==> src/rtl/bram_pkg.sv <==
package bram_pkg;
  localparam int DW = 8;
  localparam int AW = 8;

  typedef enum logic [3:0] {
    OP_IDLE   = 4'd0,
    OP_REG_RD = 4'd1,
    OP_REG_WR = 4'd2,
    OP_DIR_RD = 4'd3,
    OP_DIR_WR = 4'd4,
    OP_IND_RD = 4'd5,
    OP_IND_WR = 4'd6,
    OP_PUSH   = 4'd7,
    OP_POP    = 4'd8,
    OP_XCHD   = 4'd9
  } bram_op_e;

  // physical byte for a working register: bank * 8 + index
  function automatic logic [AW-1:0] bank_reg_addr(input logic [1:0] bank,
                                                  input logic [2:0] idx);
    return {3'b000, bank, idx};
  endfunction

  function automatic logic in_ram(input logic [AW-1:0] a, input int depth);
    return int'(a) < depth;
  endfunction

  // returns {new accumulator, new memory byte}
  function automatic logic [2*DW-1:0] nibble_swap(input logic [DW-1:0] acc,
                                                  input logic [DW-1:0] mem);
    return {acc[7:4], mem[3:0], mem[7:4], acc[3:0]};
  endfunction
endpackage

==> src/rtl/bram_store.sv <==
module bram_store
  import bram_pkg::*;
#(
  parameter int DEPTH = 128
) (
  input  logic          clk,
  input  logic          rst_n,
  input  logic [AW-1:0] a_addr,
  output logic [DW-1:0] a_data,
  input  logic [AW-1:0] b_addr,
  output logic [DW-1:0] b_data,
  input  logic          we,
  input  logic [AW-1:0] w_addr,
  input  logic [DW-1:0] w_data
);
  localparam int MAW = $clog2(DEPTH);

  logic [DW-1:0] mem [DEPTH];

  always_ff @(posedge clk or negedge rst_n) begin
    if (!rst_n) begin
      for (int i = 0; i < DEPTH; i++) mem[i] <= '0;
    end else if (we && in_ram(w_addr, DEPTH)) begin
      mem[w_addr[MAW-1:0]] <= w_data;
    end
  end

  always_comb begin
    a_data = in_ram(a_addr, DEPTH) ? mem[a_addr[MAW-1:0]] : '0;
    b_data = in_ram(b_addr, DEPTH) ? mem[b_addr[MAW-1:0]] : '0;
  end

  // the resolver must never request a write outside the array
  p_write_in_range_r9: assert property (@(posedge clk) disable iff (!rst_n)
    we |-> in_ram(w_addr, DEPTH));
endmodule

==> src/rtl/bram_stack.sv <==
module bram_stack
  import bram_pkg::*;
#(
  parameter logic [AW-1:0] SP_RESET = 8'h07
) (
  input  logic          clk,
  input  logic          rst_n,
  input  logic          push,
  input  logic          pop,
  output logic [AW-1:0] sp_q,
  output logic [AW-1:0] sp_inc
);
  assign sp_inc = sp_q + 1'b1;

  always_ff @(posedge clk or negedge rst_n) begin
    if (!rst_n)    sp_q <= SP_RESET;
    else if (push) sp_q <= sp_inc;
    else if (pop)  sp_q <= sp_q - 1'b1;
  end

  p_sp_push_r5: assert property (@(posedge clk) disable iff (!rst_n)
    push |=> sp_q == $past(sp_q) + 8'd1);
  p_sp_pop_r6: assert property (@(posedge clk) disable iff (!rst_n)
    pop |=> sp_q == $past(sp_q) - 8'd1);
  p_sp_hold_r10: assert property (@(posedge clk) disable iff (!rst_n)
    (!push && !pop) |=> $stable(sp_q));
endmodule

==> src/rtl/bram_resolve.sv <==
module bram_resolve
  import bram_pkg::*;
#(
  parameter int DEPTH = 128
) (
  input  bram_op_e      op,
  input  logic [1:0]    bank,
  input  logic [2:0]    idx,
  input  logic [AW-1:0] dir,
  input  logic          ptr_sel,
  input  logic [DW-1:0] ptr_val,
  input  logic [AW-1:0] sp,
  input  logic [AW-1:0] sp_inc,
  output logic [AW-1:0] ptr_addr,
  output logic [AW-1:0] tgt_addr,
  output logic          tgt_ok,
  output logic          rd_op,
  output logic          do_wr,
  output logic          stk_bad
);
  logic wr_op;
  logic stk_op;

  always_comb begin
    ptr_addr = bank_reg_addr(bank, {2'b00, ptr_sel});
    unique case (op)
      OP_REG_RD, OP_REG_WR:         tgt_addr = bank_reg_addr(bank, idx);
      OP_DIR_RD, OP_DIR_WR:         tgt_addr = dir;
      OP_IND_RD, OP_IND_WR, OP_XCHD: tgt_addr = ptr_val;
      OP_PUSH:                      tgt_addr = sp_inc;
      OP_POP:                       tgt_addr = sp;
      default:                      tgt_addr = '0;
    endcase
    tgt_ok  = in_ram(tgt_addr, DEPTH);
    rd_op   = op inside {OP_REG_RD, OP_DIR_RD, OP_IND_RD, OP_POP};
    wr_op   = op inside {OP_REG_WR, OP_DIR_WR, OP_IND_WR, OP_PUSH, OP_XCHD};
    stk_op  = op inside {OP_PUSH, OP_POP};
    do_wr   = wr_op && tgt_ok;
    stk_bad = stk_op && !tgt_ok;
  end
endmodule

==> src/rtl/bank_ram_ctrl.sv <==
module bank_ram_ctrl
  import bram_pkg::*;
#(
  parameter int            DEPTH    = 128,
  parameter logic [AW-1:0] SP_RESET = 8'h07
) (
  input  logic          clk,
  input  logic          rst_n,
  input  logic [3:0]    op_i,
  input  logic [1:0]    bank_i,
  input  logic [2:0]    reg_idx_i,
  input  logic [AW-1:0] dir_addr_i,
  input  logic          ptr_sel_i,
  input  logic [DW-1:0] wdata_i,
  input  logic [DW-1:0] acc_i,
  output logic [DW-1:0] rdata_o,
  output logic [DW-1:0] acc_o,
  output logic          wr_o,
  output logic [AW-1:0] wr_addr_o,
  output logic [AW-1:0] sp_o,
  output logic          stk_err_o
);
  bram_op_e      op;
  logic [AW-1:0] ptr_addr, tgt_addr, sp_q, sp_inc;
  logic [DW-1:0] ptr_val, tgt_data, wr_data;
  logic [2*DW-1:0] swapped;
  logic          tgt_ok, rd_op, do_wr, stk_bad;

  assign op = bram_op_e'(op_i);

  bram_stack #(.SP_RESET(SP_RESET)) u_stack (
    .clk(clk), .rst_n(rst_n),
    .push(op == OP_PUSH), .pop(op == OP_POP),
    .sp_q(sp_q), .sp_inc(sp_inc)
  );

  bram_resolve #(.DEPTH(DEPTH)) u_resolve (
    .op(op), .bank(bank_i), .idx(reg_idx_i), .dir(dir_addr_i),
    .ptr_sel(ptr_sel_i), .ptr_val(ptr_val), .sp(sp_q), .sp_inc(sp_inc),
    .ptr_addr(ptr_addr), .tgt_addr(tgt_addr), .tgt_ok(tgt_ok),
    .rd_op(rd_op), .do_wr(do_wr), .stk_bad(stk_bad)
  );

  assign swapped = nibble_swap(acc_i, tgt_data);
  assign wr_data = (op == OP_XCHD) ? swapped[DW-1:0] : wdata_i;

  bram_store #(.DEPTH(DEPTH)) u_store (
    .clk(clk), .rst_n(rst_n),
    .a_addr(ptr_addr), .a_data(ptr_val),
    .b_addr(tgt_addr), .b_data(tgt_data),
    .we(do_wr), .w_addr(tgt_addr), .w_data(wr_data)
  );

  always_ff @(posedge clk or negedge rst_n) begin
    if (!rst_n) begin
      rdata_o   <= '0;
      acc_o     <= '0;
      wr_o      <= 1'b0;
      wr_addr_o <= '0;
      stk_err_o <= 1'b0;
    end else begin
      if (rd_op) rdata_o <= tgt_ok ? tgt_data : '0;
      if (op == OP_XCHD) acc_o <= tgt_ok ? swapped[2*DW-1:DW] : acc_i;
      wr_o      <= do_wr;
      wr_addr_o <= do_wr ? tgt_addr : '0;
      stk_err_o <= stk_bad;
    end
  end

  assign sp_o = sp_q;

  p_err_no_write_r7: assert property (@(posedge clk) disable iff (!rst_n)
    stk_err_o |-> !wr_o);
  p_push_strobe_r5: assert property (@(posedge clk) disable iff (!rst_n)
    (op == OP_PUSH && sp_q < 8'h7F) |=> wr_o && wr_addr_o == sp_o);
  p_dir_high_zero_r3: assert property (@(posedge clk) disable iff (!rst_n)
    (op == OP_DIR_RD && dir_addr_i[7]) |=> rdata_o == 8'h00);
  p_xchd_upper_r8: assert property (@(posedge clk) disable iff (!rst_n)
    (op == OP_XCHD) |=> acc_o[7:4] == $past(acc_i[7:4]));
  p_idle_quiet_r9: assert property (@(posedge clk) disable iff (!rst_n)
    (op == OP_IDLE) |=> !wr_o && !stk_err_o);
endmodule

==> config.mk <==
export PLATFORM = sky130hd
export DESIGN_NAME = bank_ram_ctrl
export DESIGN_NICKNAME = d
export VERILOG_FILES = /design/src/rtl/bram_pkg.sv /design/src/rtl/bram_store.sv /design/src/rtl/bram_stack.sv /design/src/rtl/bram_resolve.sv /design/src/rtl/bank_ram_ctrl.sv
export SDC_FILE = /design/constraint.sdc
export NUM_CORES = 2
export LEC_CHECK = 0
export BUFFER_PORTS_ARGS = -buffer_cell sky130_fd_sc_hd__clkbuf_2
export CAP_MARGIN = 20
export CORE_ASPECT_RATIO = 2
export CORE_MARGIN = 4
export CORE_UTILIZATION = 51
export DETAILED_ROUTE_END_ITERATION = 6
export GPL_TIMING_DRIVEN = 0
export PLACE_DENSITY_LB_ADDON = 0.25
export SETUP_SLACK_MARGIN = 0.1
export SYNTH_ARGS = -nofsm -noshare
export SYNTH_HDL_FRONTEND = slang
export SYNTH_HIERARCHICAL = 1
export SYNTH_SLANG_ARGS = --single-unit
export TNS_END_PERCENT = 1
==> constraint.sdc <==
create_clock -name clk -period 9.9 [get_ports clk]
set_clock_uncertainty 0.1 [all_clocks]
set_input_delay 1.98 -clock clk [delete_from_list [all_inputs] [get_ports clk]]
set_output_delay 1.98 -clock clk [all_outputs]
set_load 0.01 [all_outputs]
**Word level (Yosys, flattened, before mapping)**

Cells that the tools add are included.

- Register bits: 1058
- Output and inout port bits: 34
- Word-level logic and storage cells: 181

- Add/sub/neg operators: 2
- $lt $le $gt $ge: 5
- Equality and inequality tests: 9
- Muxes and demuxes: 18
- Bitwise logic cells: 2
- Reductions and logical operators: 11

Operator list:

| cell | count |
|---|---|
| $bwmux 1024 | 1 |
| $bmux 8 s7 | 2 |
| $mux 8 | 12 |
| $demux 8 s7 | 1 |
| $pmux 8 s5 | 1 |
| $eq 4x3->1 const B | 4 |
| $ge 8x8->1 const B | 2 |
| $add 8x1->8 const B | 1 |
| $eq 4x2->1 const B | 2 |
| $eq 4x4->1 const B | 2 |
| $lt 5x8->1 const B | 1 |
| $lt 8x1->1 const B | 1 |
| $lt 8x8->1 const B | 1 |
| $not 5->8 | 1 |
| $not 7->8 | 1 |
| $sub 8x1->8 const B | 1 |
| $reduce_bool 5->1 | 1 |
| $eq 4x1->1 const B | 1 |
| $logic_and 1x1->1 | 4 |
| $mux 4 | 1 |
| $reduce_bool 4->1 | 1 |
| $reduce_or 2->1 | 2 |
| $reduce_or 3->1 | 1 |
| $reduce_bool 2->1 | 1 |
| $logic_not 1->1 | 1 |

**Depth between registers and ports, before layout**

- Depth in word-level cells: 13
- Mapped depth: 26

**Modules after synthesis**

Netlist, hierarchy kept.

Modules (own cells, without submodules):

| module | times used | cells each | area an instance (um2) |
|---|---|---|---|
| bram_store | 1 | 3868 | 55298.0 |
| bank_ram_ctrl | 1 | 85 | 1146.1 |
| bram_resolve | 1 | 87 | 610.6 |
| bram_stack | 1 | 57 | 540.5 |

**Least setup slack after synthesis**

No wires, ideal clock.

- Kind: input port to flip-flop
- Start: input ptr_sel_i
- End: register u_store/mem[1007] (netlist name)
- Library setup time: 0.125 ns
- Arrival time: 6.782 ns
- Data required time: 9.675 ns
- Path slack: 2.893 ns
- Stages: 22
- Buffers on the path: 9
- Cell sequence: buf_4 > buf_2 > buf_4 > buf_2 > mux4_2 > mux2i_1 > o22ai_1 > nor4_1 > a21oi_1 > a22oi_1 > o221ai_1 > buf_6 > buf_6 > buf_4 > mux4_2 > mux4_2 > a21oi_1 > o211ai_1 > mux2_4 > clkbuf_1 > clkbuf_1 > mux2_2

- Word-level cells in the longest chain between the ends: 13

RTL lines:

| item | RTL line | source |
|---|---|---|
| start: declaration | bank_ram_ctrl.sv:13 | `input logic ptr_sel_i,` |
| $not 5->8 (implied by the code) | bram_store.sv:29 | `a_data = in_ram(a_addr, DEPTH) ? mem[a_addr[MAW-1:0]] : '0;` |
| $bmux 8 s7 | bram_store.sv:29 |  |
| $mux 8 (implied by the code) (2 in series) | bram_store.sv:29 |  |
| $mux 8 (*) | bram_store.sv:29 |  |
| named net ptr_val[0] | bank_ram_ctrl.sv:25 | `logic [DW-1:0] ptr_val, tgt_data, wr_data;` |
| $pmux 8 s5 (*) | bram_resolve.sv:26 | `unique case (op)` |
| named net tgt_addr[0] | bank_ram_ctrl.sv:24 | `logic [AW-1:0] ptr_addr, tgt_addr, sp_q, sp_inc;` |
| $not 7->8 (implied by the code) | bram_store.sv:30 | `b_data = in_ram(b_addr, DEPTH) ? mem[b_addr[MAW-1:0]] : '0;` |
| $bmux 8 s7 | bram_store.sv:30 |  |
| $mux 8 (implied by the code) (2 in series) | bram_store.sv:30 |  |
| $mux 8 (*) | bram_store.sv:30 |  |
| named net tgt_data[7] | bank_ram_ctrl.sv:25 |  |
| $mux 8 (*) | bank_ram_ctrl.sv:45 | `assign wr_data = (op == OP_XCHD) ? swapped[DW-1:0] : wdata_i;` |
| named net wr_data[7] | bank_ram_ctrl.sv:25 |  |
| $bwmux 1024 (*) | bram_store.sv:24 | `mem[w_addr[MAW-1:0]] <= w_data;` |
| end signal: indexed assignment | bram_store.sv:24 |  |
| end: declaration | bram_store.sv:18 | `logic [DW-1:0] mem [DEPTH];` |

Mark *: on every way through the listed nets, which the timed path passes. The rest lies on a longest branch. The select of a mux whose other input is x is not followed.
A chain may end at the register's enable or synchronous reset.

**Worst setup path after layout**

- Start: input ptr_sel_i
- End: register u_store/mem[367] (netlist name)

Same word-level chain as after synthesis.

==> flow_results.org <==
** Worst setup path
- CP Data Required Time :: 10430 ps
- Capturing element type of the critical path :: flip-flop
- Among all stages on the critical path, the largest delay is contributed by sky130_fd_sc_hd__o221ai_2.
- Data on the critical path arrives at its endpoint at 10940 ps.
- By startpoint and endpoint, the worst setup path is classified as in -> reg.
- Largest fanout on the critical path :: 10
- Cell class contributing the biggest share of worst-path delay :: buffers and inverters
- Cell mode on critical path :: sky130_fd_sc_hd__buf_4
- Largest stage delay, worst path :: 560 ps
- Together, buffers and inverters on the worst path number 12.
- The worst setup path is launched from a primary input.

** Synth
- Share of async-settable or async-resettable flops after synthesis :: 100%
- Synthesis produced a netlist whose cell count is around 4k.
- In this run the biggest area consumer among cell types represents 45.8% of the synthesized area.
- In this run, synthesis produced a sequential element count of 1058.
- The average instance in the mapped netlist occupies 14.1 um2.
- Library cell with the largest summed area after synthesis :: sky130_fd_sc_hd__dfrtp_1
- Yosys mapped the design onto 76 distinct sky130hd cell types.
- After synthesis the cells add up to 57600 um2.
- In this run, synthesis inferred 0 flip-flops with an integrated enable.
- The most used flip-flop cell after synthesis is sky130_fd_sc_hd__dfrtp_1.
- Post-synthesis sequential area ratio :: between 40 and 50%
- During synthesis, Yosys emitted a total of 6 warnings.
- Yosys attributes the largest share of cell area to sky130_fd_sc_hd__dfrtp_1, sky130_fd_sc_hd__mux2_2, sky130_fd_sc_hd__mux4_2.

** Final layout
- The library cell used most frequently in the layout, excluding fill and tap cells, is sky130_fd_sc_hd__dfrtp_1.
- In the layout the commonest cells are sky130_fd_sc_hd__dfrtp_1, sky130_fd_sc_hd__mux2_2, sky130_fd_sc_hd__mux2i_1.
- From synthesis to final layout, the design area changed by 12.5%.
- Net count, final :: roughly 4.4k
- Leaving out filler cells and counting taps, the final layout contains 5939.
- Cells with a size suffix above 1 make up 44.5% of the layout.

** STA
- At the pin with the least slew margin, the transition time is between 1000 and 1500 ps.
- The smallest clock period supported by the final layout is computed as 10410 ps.
- Slew HR :: 13.1%
- The number of hold violations in the final report was 0.
- Unrepaired setup endpoints after global routing :: true
- Crit share post-route :: 105%
- The number of max-slew violations in the final report was 0.
- Based on the critical path, the design can be clocked at up to 96.0 MHz.
- Number of setup violations in the final report :: 472
- Setup slack on the critical path of the routed design comes to -511 ps.

** Global routing
- The number of global-route vias before repair was 45.2k.
- GRT Resource Usage Total :: between 50% and 60%
- Total global routing overflow :: 0
- Number of antenna violations at the first check in global routing :: 34
- Maximum number of pins on one net before global-route repair :: 112
- Global-route wire length before repair :: around 410000 um

** Pwr
- Fraction of power consumed by combinational cells :: 25.3%
- Cell internal power was estimated by the tool at a little over 8000 uW.
- Static power due to leakage :: approximately 0.03 uW
- Switching power :: about 4300 uW
- PwrDens :: roughly 190 nW/um2
- Peak ir drop on the vdd network :: 193 uV
- Sequential share of power :: 39.8%
- The clock network accounts for 34.8% of the total power.
- Of the total power, the share spent switching nets is 34.3%.

** Place
- Count of placed standard cells including taps :: 5714
- Final weighted congestion in routability-driven placement :: 1.08
- Once detailed placement completed, the half-perimeter wirelength came to 225000 um.
- DP Worst Slack :: -2770 ps
- Number of I/O port buffers :: 68

** Floorplan
- Measured along the y axis, the die boundary spans around 480 um.
- The die is 246 um wide.
- In this run the count of I/O pins placed on the die edge is 70.
- The floorplan step defined a core boundary enclosing 112000 um2.
- Die Footprint :: 119000 um2
- For this configuration, the core starts out at a cell density of roughly half.
- Row generation in the floorplan step produced 174 rows.

** Clock network
- The clock passes through at most 3 buffers.
- Count of clock tree sinks :: 1058
- TritonCTS built the clock tree.
- Clock latency at the later pin of the worst-skew pair :: roughly 750 ps
- After clock tree synthesis, the clock-pin slew on the worst setup and hold paths is 70 ps.
- H-Tree Level Count :: 3
- The number of clock buffers added by TritonCTS is 99.
- Clk root buf :: sky130_fd_sc_hd__clkbuf_16

** Worst hold path
- The tightest min-delay check is of the reg -> reg type.

** Detailed routing
- In this run the remaining antenna-violating nets after routing total 0.
- Using the TritonRoute via totals, the vias-per-cell ratio works out to 7.53.
- Wirelength per Cell :: 51.2 um
- The pre-antenna-repair detailed-routing pass consisted of 7 iterations.
- Detailed routing inserted a total of approximately 45k vias.
- Overall routed net length :: just over 300000 um
- Count of unresolved DRC violations after routing :: 5
- The first routing iteration left between 5k and 6k violations.

** Status
- Outcome :: finished, violations left
- Violated checks :: design-rule violations, negative setup slack

** Run
- Max-cap violations in this run came to 0.
[cell type report]
| class | instances | area [um2] |
|---|---|---|
| Timing Repair Buffer | 130 | 1290 |
| Tap cell | 1496 | 1870 |
| Multi-Input combinational cell | 2679 | 29500 |
| Clock inverter | 58 | 933 |
| Buffer | 346 | 1850 |
| Sequential cell | 1058 | 26500 |
| Inverter | 18 | 67.6 |
| Fill cell | 9263 | 47500 |
| Clock buffer | 128 | 2700 |
| Antenna cell | 26 | 65.1 |
[power groups by stage]
stage                     registers (uW)  logic (uW)  clock network, uW
after global placement              5050        2770                  0
after floorplan                     4960        1480                  0
after CTS                           4980        2870               4390
final                               5000        3180               4370
after global routing                5020        3140               4550
after detailed placement            5060        2830                  0
[cell usage after synthesis (11+ instances only)]
cell and number:
sky130_fd_sc_hd__nor2_1 80, sky130_fd_sc_hd__buf_2 92, sky130_fd_sc_hd__mux4_2 370, sky130_fd_sc_hd__clkbuf_1 187
sky130_fd_sc_hd__nor2_2 16, sky130_fd_sc_hd__nor2b_1 20, sky130_fd_sc_hd__nand2b_1 16, sky130_fd_sc_hd__a22o_1 28
sky130_fd_sc_hd__nor3_1 15, sky130_fd_sc_hd__a221oi_1 21, sky130_fd_sc_hd__o22ai_1 42, sky130_fd_sc_hd__a21oi_1 46
sky130_fd_sc_hd__dfrtp_1 1055, sky130_fd_sc_hd__mux2_2 1036, sky130_fd_sc_hd__o211ai_1 13, sky130_fd_sc_hd__nand2_1 132
sky130_fd_sc_hd__buf_4 40, sky130_fd_sc_hd__nand3_1 77, sky130_fd_sc_hd__nand4_1 11, sky130_fd_sc_hd__a22oi_1 161
sky130_fd_sc_hd__mux2i_1 409, sky130_fd_sc_hd__buf_1 18, sky130_fd_sc_hd__o21ai_0 31, sky130_fd_sc_hd__nor4_1 13
sky130_fd_sc_hd__and2_1 16, sky130_fd_sc_hd__inv_1 17
[what timing repair did]
item	in CTS	in global routing
hold buffers	0	0
pin swaps	4	0
endpoints found under the setup margin	521	480
resized for setup	92	50
setup buffers	6	0
[metal layers]
layer  part of all wire [%]  GRT usage (%)  vias to the layer above
li1                       -              -                    16300
met1                     29           50.1                    23200
met2                     45           78.6                     3533
met3                    9.5           17.4                     1695
met4                     16           58.6                       10
met5                  0.044          0.580                        -
[metrics by stage]
step	area [um2]	power, uW	util, %	setup TNS, ps	hold WS, ps
6_report	64800	12500	57.7	-126070	404
3_5_place_dp	60700	7890	54.0	-1134580	398
3_3_place_gp	59800	7820	53.3	-	391
2_1_floorplan	57600	6440	-	0	391
4_1_cts	64500	12200	57.4	0	412
5_1_grt	64700	12700	57.6	0	433
[path summary, 6_finish.rpt]
path                                        from                to  slack, ps  depth (start not counted)
worst max-delay path                   ptr_sel_i  u_store/mem[367]       -510                         27
worst min-delay path                    acc_o[0]          acc_o[0]        400                          1
worst max register to register  u_store/mem[828]  u_store/mem[367]       1370                         23
worst min register to register          acc_o[0]          acc_o[0]        400                          1
max in group asynchronous                  rst_n  u_store/mem[736]       5980                          5
min in group asynchronous                  rst_n  u_store/mem[342]       1150                          1
[sequential cells by signal, summed over array words and instances, names as in the netlist]
name and count:
u_store/mem 1024, acc_o 8, rdata_o 8, u_stack/sp_q 8
wr_addr_o 8, stk_err_o 1, wr_o 1
[worst register-to-register path: cells and delay by family (launching register included)]
kind,cells,cell delay (ps)
multiplexers,3,1060
flip-flops,1,460
buffers and inverters,9,3290
AO/OA/AOI/OAI,11,3520
[logic make-up (layout without fill, tap and decap cells)]
kind of cell             after synthesis  count (layout)  share of synthesized area (%)
AND/OR/NAND/NOR                      442             442                           3.84
AO/OA/AOI/OAI                        391             391                           4.86
flip-flops                          1058            1058                           46.0
buffers and inverters                364             680                           2.97
multiplexers                        1826            1826                           42.1
adder cells (fa/ha/maj)                2               2                         0.0434
other                                  1              31                        0.00651
XOR/XNOR                              13              13                          0.198
Power figures use the tool's default switching activity.
